<file path="src/rtl/rtc_cal_pkg.sv">
package rtc_cal_pkg;
    localparam int OFS_ID   = 'h00;
    localparam int OFS_CNT  = 'h10;
    localparam int OFS_ALM  = 'h14;
    localparam int OFS_CTRL = 'h18;
    localparam int OFS_STAT = 'h1C;
    localparam int OFS_TRIM = 'h20;

    localparam logic [19:0] ID_CODE = 20'h03011;

    localparam int SEC_W = 6;
    localparam int MIN_W = 6;
    localparam int HR_W  = 5;
    localparam int DAY_W = 15;
    localparam int HMS_W = SEC_W + MIN_W + HR_W;

    localparam logic [SEC_W-1:0] SEC_LAST = SEC_W'(59);
    localparam logic [MIN_W-1:0] MIN_LAST = MIN_W'(59);
    localparam logic [HR_W-1:0]  HR_LAST  = HR_W'(23);

    // bit positions shared by control enables and status flags
    localparam int B_RUN  = 0;
    localparam int B_WAKE = 1;
    localparam int B_ALM  = 2;
    localparam int B_DAY  = 3;
    localparam int B_HR   = 4;
    localparam int B_MIN  = 5;
    localparam int B_SEC  = 6;
    localparam int B_HALF = 7;
    localparam int B_DONE = 16;

    typedef struct packed {
        logic [DAY_W-1:0] day;
        logic [HR_W-1:0]  hr;
        logic [MIN_W-1:0] mn;
        logic [SEC_W-1:0] sc;
    } rtc_time_t;

    typedef enum logic {WS_IDLE, WS_PEND} wr_state_e;
endpackage

</file>
<file path="src/rtl/rtc_time_core.sv">
module rtc_time_core
    import rtc_cal_pkg::*;
(
    input  logic             clk,
    input  logic             rst_n,
    input  logic             tick,
    input  logic             run,
    input  logic             load,
    input  rtc_time_t        load_val,
    input  logic [HMS_W-1:0] alarm_hms,
    output rtc_time_t        cnt,
    output logic             evt_half,
    output logic             evt_sec,
    output logic             evt_min,
    output logic             evt_hour,
    output logic             evt_day,
    output logic             evt_alarm
);
    rtc_time_t cnt_q, nxt;
    logic      phase_q;
    logic      step, adv, sec_wrap, min_wrap, hr_wrap;

    always_comb begin
        step     = tick && run && !load;
        adv      = step && phase_q;
        sec_wrap = (cnt_q.sc >= SEC_LAST);
        min_wrap = (cnt_q.mn >= MIN_LAST);
        hr_wrap  = (cnt_q.hr >= HR_LAST);
        nxt      = cnt_q;
        if (adv) begin
            if (sec_wrap) begin
                nxt.sc = '0;
                if (min_wrap) begin
                    nxt.mn = '0;
                    if (hr_wrap) begin
                        nxt.hr  = '0;
                        nxt.day = cnt_q.day + 1'b1;
                    end else begin
                        nxt.hr = cnt_q.hr + 1'b1;
                    end
                end else begin
                    nxt.mn = cnt_q.mn + 1'b1;
                end
            end else begin
                nxt.sc = cnt_q.sc + 1'b1;
            end
        end
        evt_half  = step;
        evt_sec   = adv;
        evt_min   = adv && sec_wrap;
        evt_hour  = evt_min && min_wrap;
        evt_day   = evt_hour && hr_wrap;
        evt_alarm = adv && ({nxt.hr, nxt.mn, nxt.sc} == alarm_hms);
    end

    always_ff @(posedge clk or negedge rst_n) begin
        if (!rst_n) begin
            cnt_q   <= '0;
            phase_q <= 1'b0;
        end else if (load) begin
            cnt_q   <= load_val;
            phase_q <= 1'b0;
        end else if (step) begin
            cnt_q   <= nxt;
            phase_q <= ~phase_q;
        end
    end

    assign cnt = cnt_q;
endmodule

</file>
<file path="src/rtl/rtc_wr_stage.sv">
module rtc_wr_stage
    import rtc_cal_pkg::*;
#(
    parameter int DATA_W = 32
) (
    input  logic              clk,
    input  logic              rst_n,
    input  logic              tick,
    input  logic              wr_cnt,
    input  logic              wr_alm,
    input  logic [DATA_W-1:0] wdata,
    output logic              apply_cnt,
    output logic              apply_alm,
    output logic [DATA_W-1:0] stg_cnt,
    output logic [HMS_W-1:0]  stg_alm,
    output logic              done
);
    wr_state_e         state_q, state_n;
    logic              pend_cnt_q, pend_alm_q;
    logic [DATA_W-1:0] stg_cnt_q;
    logic [HMS_W-1:0]  stg_alm_q;
    logic              any_wr;

    assign any_wr = wr_cnt || wr_alm;

    always_comb begin
        state_n = state_q;
        unique case (state_q)
            WS_IDLE: if (any_wr) state_n = WS_PEND;
            WS_PEND: if (tick && !any_wr) state_n = WS_IDLE;
        endcase
    end

    always_ff @(posedge clk or negedge rst_n) begin
        if (!rst_n) begin
            state_q    <= WS_IDLE;
            pend_cnt_q <= 1'b0;
            pend_alm_q <= 1'b0;
            stg_cnt_q  <= '0;
            stg_alm_q  <= '0;
        end else begin
            state_q    <= state_n;
            pend_cnt_q <= (pend_cnt_q && !tick) || wr_cnt;
            pend_alm_q <= (pend_alm_q && !tick) || wr_alm;
            if (wr_cnt) stg_cnt_q <= wdata;
            if (wr_alm) stg_alm_q <= wdata[HMS_W-1:0];
        end
    end

    always_comb begin
        apply_cnt = (state_q == WS_PEND) && tick && pend_cnt_q;
        apply_alm = (state_q == WS_PEND) && tick && pend_alm_q;
        stg_cnt   = stg_cnt_q;
        stg_alm   = stg_alm_q;
        done      = (state_q == WS_IDLE);
    end
endmodule

</file>
<file path="src/rtl/rtc_cal_top.sv">
module rtc_cal_top
    import rtc_cal_pkg::*;
#(
    parameter int          ADDR_W = 8,
    parameter int          DATA_W = 32,
    parameter logic [11:0] REV    = 12'h001
) (
    input  logic              clk,
    input  logic              rst_n,
    input  logic              tick,
    input  logic              wr_en,
    input  logic [ADDR_W-1:0] addr,
    input  logic [DATA_W-1:0] wdata,
    output logic [DATA_W-1:0] rdata,
    output logic              time_irq,
    output logic              alarm_irq
);
    localparam int NFLAG = B_HALF + 1;

    logic [NFLAG-1:0]  ctrl_q, flags_q, evt_set;
    logic [HMS_W-1:0]  alarm_q, stg_alm;
    logic [DATA_W-1:0] trim_q, stg_cnt;
    logic              wr_cnt, wr_alm, wr_ctrl, wr_stat, wr_trim;
    logic              apply_cnt, apply_alm, wr_done;
    logic              e_half, e_sec, e_min, e_hour, e_day, e_alarm;
    rtc_time_t         cnt_w;

    assign wr_cnt  = wr_en && (addr == ADDR_W'(OFS_CNT));
    assign wr_alm  = wr_en && (addr == ADDR_W'(OFS_ALM));
    assign wr_ctrl = wr_en && (addr == ADDR_W'(OFS_CTRL));
    assign wr_stat = wr_en && (addr == ADDR_W'(OFS_STAT));
    assign wr_trim = wr_en && (addr == ADDR_W'(OFS_TRIM));

    rtc_wr_stage #(.DATA_W(DATA_W)) stage_i (
        .clk(clk), .rst_n(rst_n), .tick(tick),
        .wr_cnt(wr_cnt), .wr_alm(wr_alm), .wdata(wdata),
        .apply_cnt(apply_cnt), .apply_alm(apply_alm),
        .stg_cnt(stg_cnt), .stg_alm(stg_alm), .done(wr_done)
    );

    rtc_time_core core_i (
        .clk(clk), .rst_n(rst_n), .tick(tick), .run(ctrl_q[B_RUN]),
        .load(apply_cnt), .load_val(rtc_time_t'(stg_cnt)), .alarm_hms(alarm_q),
        .cnt(cnt_w), .evt_half(e_half), .evt_sec(e_sec), .evt_min(e_min),
        .evt_hour(e_hour), .evt_day(e_day), .evt_alarm(e_alarm)
    );

    always_comb begin
        evt_set         = '0;
        evt_set[B_ALM]  = e_alarm;
        evt_set[B_DAY]  = e_day;
        evt_set[B_HR]   = e_hour;
        evt_set[B_MIN]  = e_min;
        evt_set[B_SEC]  = e_sec;
        evt_set[B_HALF] = e_half;
    end

    always_ff @(posedge clk or negedge rst_n) begin
        if (!rst_n) begin
            ctrl_q  <= '0;
            flags_q <= '0;
            alarm_q <= '0;
            trim_q  <= '0;
        end else begin
            if (wr_ctrl) ctrl_q <= wdata[NFLAG-1:0];
            if (wr_trim) trim_q <= wdata;
            if (apply_alm) alarm_q <= stg_alm;
            flags_q <= (flags_q & ~(wr_stat ? wdata[NFLAG-1:0] : '0)) | evt_set;
        end
    end

    always_comb begin
        rdata = '0;
        case (addr)
            ADDR_W'(OFS_ID):   rdata = {ID_CODE, REV};
            ADDR_W'(OFS_CNT):  rdata = DATA_W'(cnt_w);
            ADDR_W'(OFS_ALM):  rdata = DATA_W'(alarm_q);
            ADDR_W'(OFS_CTRL): rdata = DATA_W'(ctrl_q);
            ADDR_W'(OFS_STAT): rdata = DATA_W'({wr_done, 8'h00, flags_q});
            ADDR_W'(OFS_TRIM): rdata = trim_q;
            default:           rdata = '0;
        endcase
    end

    assign alarm_irq = flags_q[B_ALM] && ctrl_q[B_ALM];
    assign time_irq  = |(flags_q[B_HALF:B_DAY] & ctrl_q[B_HALF:B_DAY]);
endmodule

</file>
<file path="config.mk">
export PLATFORM = sky130hd
export DESIGN_NAME = rtc_cal_top
export DESIGN_NICKNAME = d
export VERILOG_FILES = /design/src/rtl/rtc_cal_pkg.sv /design/src/rtl/rtc_time_core.sv /design/src/rtl/rtc_wr_stage.sv /design/src/rtl/rtc_cal_top.sv
export SDC_FILE = /design/constraint.sdc
export NUM_CORES = 1
export LEC_CHECK = 0
export BUFFER_PORTS_ARGS = -buffer_cell sky130_fd_sc_hd__buf_2
export CAP_MARGIN = 20
export CORE_MARGIN = 2
export CORE_UTILIZATION = 55
export CTS_CLUSTER_SIZE = 30
export DETAILED_ROUTE_END_ITERATION = 10
export GPL_TIMING_DRIVEN = 0
export PLACE_DENSITY_LB_ADDON = 0.3
export SLEW_MARGIN = 20
export SYNTH_ARGS = -nofsm -noshare
export SYNTH_HDL_FRONTEND = slang
export SYNTH_SLANG_ARGS = --single-unit
</file>
<file path="constraint.sdc">
create_clock -name clk -period 5 [get_ports clk]
set_clock_uncertainty 0.1 [all_clocks]
set_input_delay 0.5 -clock clk [delete_from_list [all_inputs] [get_ports clk]]
set_output_delay 0.5 -clock clk [all_outputs]
set_load 0.1 [all_outputs]
</file>
==> key figures <==
Worst setup path
  – CP endpoint kind: primary output
  – Crit Reg-Reg Endpoint: flags_q[2]
  – Crit Path Class: primary input to primary output
  – Critical Path AT: 3.75 ns
  – FF-to-FF Start: core_i.cnt[0]
  – Critical Path RT: 4.40 ns
  – Reg2reg path depth: 9
  – CP startpoint kind: primary input
  – Crit Path Max Fanout: 10
  – Reg2reg setup slack: 1.75 ns

Final layout
  – Layout area overhead: 17.4%
  – Final Util: 65.7%
  – Fin area: 8630 um^2
  – Nets: 805
  – Register area: 3750 um^2
  – Fillers: 1042
  – # diodes: 0
  – Share of cells above drive strength 1: 29.9%
  – Multi-input logic area: 3390 um^2

Yosys
  – Mapped Nets: 710
  – Post-synth ARST share: 100%
  – Synth warn: 0
  – Post-Syn Area per Cell: 11.1 um^2
  – Library cells used by synthesis: 59
  – Seq/Total Area, Yosys: 51.1%
  – Synth Register Bits: 150
  – Synth Flop Type: dfrtp_1
  – Number of synthesized flops with an enable pin: 0
  – Synth area leader: dfrtp_1
  – Most common cell in the synthesized netlist: dfrtp_1
  – Top cells by count, synth: dfrtp_1, mux2_2, nand2_1, o21ai_0, nor2_1
  – Cell Area, Synth: 7350 um^2
  – Post-Synthesis Cells: 662
  – Synth top area cells: dfrtp_1, mux2_2, nand2_1, o21ai_0, a21oi_1
  – Synth top area share: 51.1%

GRT
  – First-pass GRT wire length: 31.2 mm
  – Vias in the first global route: 5965
  – GRT Total Usage: 28.7%
  – Largest net degree at the start of global routing: 79
  – Antenna violations before repair: 1
  – Gr ovfl total: 0

Pwr
  – Power Dens Cells: 326 nW/um^2
  – Max rail drop VDD: 0.274 mV
  – Leakage: 4.24 nW

Die
  – Initial Utilization: 56.0%
  – Die W: 120 um
  – Core Rows: 42
  – Die Footprint: 14300 um^2
  – Die Ht: 120 um
  – Ports: 78
  – Core box area: 13100 um^2

CTS
  – CTS H-tree depth: 4
  – CTS tree: done
  – CTS Sinks: 150
  – Root buffer cell: clkbuf_16
  – CTS Buffer Depth: 2
  – Worst-Skew Late Latency: 0.43 ns
  – Reg clk slew, reported paths: 0.05 ns
  – Num CTS Buffers: 17

Route
  – Drc violations: 0
  – DRT antenna net count: 0
  – Uppermost layer routed: met4
  – Post-Route WL: 19.6 mm
  – DR pass1 iterations: 7
  – Met1 wire length: 7.85 mm
  – Iteration-0 DRC Markers: 501
  – Met3 routed WL: 1.52 mm
  – Vias/cell: 6.19
  – Via Count: 5853
  – Drt wl/cell: 20.7 um
  – DR WL met2: 9.75 mm

Flow run
  – Maxcap violations: 0

STA
  – Final Critical Period: 4.35 ns
  – Slew @ Worst Pin: 0.951 ns
  – Setup violators final: 0
  – FMAX: 230 MHz
  – Final-report max-slew violation count: 0
  – Post-route setup TNS: 0 ns
  – Final Cycle Share: 87.0%
  – RSZ-0062 raised after global routing: false
  – PnR worst setup slack: 0.651 ns
  – WHS: 0.211 ns
  – Final Hold Viols: 0
  – Worst rel slew slack: 36.6%

Place
  – Placer congestion estimate: 0.938
  – Final HPWL DP: 13.6 mm
  – Pre-CTS setup slack: 0.776 ns
  – Placed Area: 7980 um^2
  – Number of buffers added on ports: 74

Hold path
  – Hold depth: 2
  – Hold EP: flags_q[1]
  – Hold Path Origin: wdata[1]
  – HP Class: primary input to register

Status
  – Status: completed
==> critical path: stages <==
cell      delay [ns]
buf_2           0.09
or4_1           0.56
or3_1           0.33
clkbuf_1        0.21
nor2_2          0.54
clkbuf_1        0.78
a221o_1         0.30
buf_2           0.43
==> cell families (layout without fill, tap and decap cells) <==
family	after synthesis	count (layout)	share of synthesized area, %
AOI/OAI and AO/OA	145	145	13.8
xor gates and xnor gates	20	20	2.38
adders and majority gates	4	4	0.681
buffers and inverters	52	160	2.86
DFF	150	150	51.1
muxes	119	119	18.1
and+or+nand+nor	172	172	11.2
==> through the flow <==
stage / std cells / power, mW
after detailed placement: 913 / 1.46
final: 946 / 2.82
after CTS: 946 / 2.83
after global placement: 912 / 1.45
after global routing: 946 / 2.90
after floorplan: 662 / 1.38
==> timing repair <==
item	in CTS	in global routing
hold buffers	1	0
setup buffers	0	0
gates resized for setup	0	0
hold endpoints to repair	72	0
==> sequential cells by signal, indices dropped and copies added, names as in the netlist <==
signal / cells
alarm_q: 17
core_i.cnt: 32
core_i.phase_q: 1
ctrl_q: 8
flags_q: 8
stage_i.pend_alm_q: 1
stage_i.pend_cnt_q: 1
stage_i.state_q: 1
stage_i.stg_alm: 17
stage_i.stg_cnt: 32
trim_q: 32
==> per-layer routing <==
metal	global-route usage (%)	up-vias
li1	-	2604
met3	7.65	38
met4	11.9	0
met5	0	-
met1	35.4	2950
met2	47.8	261
==> worst max path at each step <==
| stage | cells after the start | end | from |
|---|---|---|---|
| floorplan | 4 | rdata[0] | addr[7] |
| global placement | 8 | rdata[3] | addr[7] |
| detailed placement | 9 | rdata[10] | addr[7] |
| CTS | 8 | rdata[6] | addr[7] |
| global route | 8 | rdata[3] | addr[7] |
| finish | 8 | rdata[6] | addr[7] |
==> report_power, final <==
group | internal, mW | switching (mW)
clock network | 0.897 | 0.482
registers | 1.26 | 0.0361
logic | 0.0616 | 0.0776
==> area by class of cell <==
| type | instances | area share (%) |
|---|---|---|
| clock inverters | 9 | 1.68 |
| inverters | 19 | 0.826 |
| well taps | 176 | 2.55 |
| multi-input cells | 460 | 39.2 |
| clock buffers | 23 | 5.77 |
| repair buffers | 76 | 4.84 |
| flip-flops and latches | 150 | 43.5 |
| plain buffers | 33 | 1.61 |
==> layout by cell type (no fill, tap or decap), types with 11 or more instances in the layout <==
master / n
inv_1: 19
a21oi_1: 27
nand2_1: 79
xor2_1: 11
clkbuf_16: 17
a22o_1: 14
buf_2: 77
o21ai_0: 41
mux2_2: 109
clkbuf_1: 23
dfrtp_1: 150
nor3_1: 11
nor2_1: 31
Power figures use the tool's default switching activity.
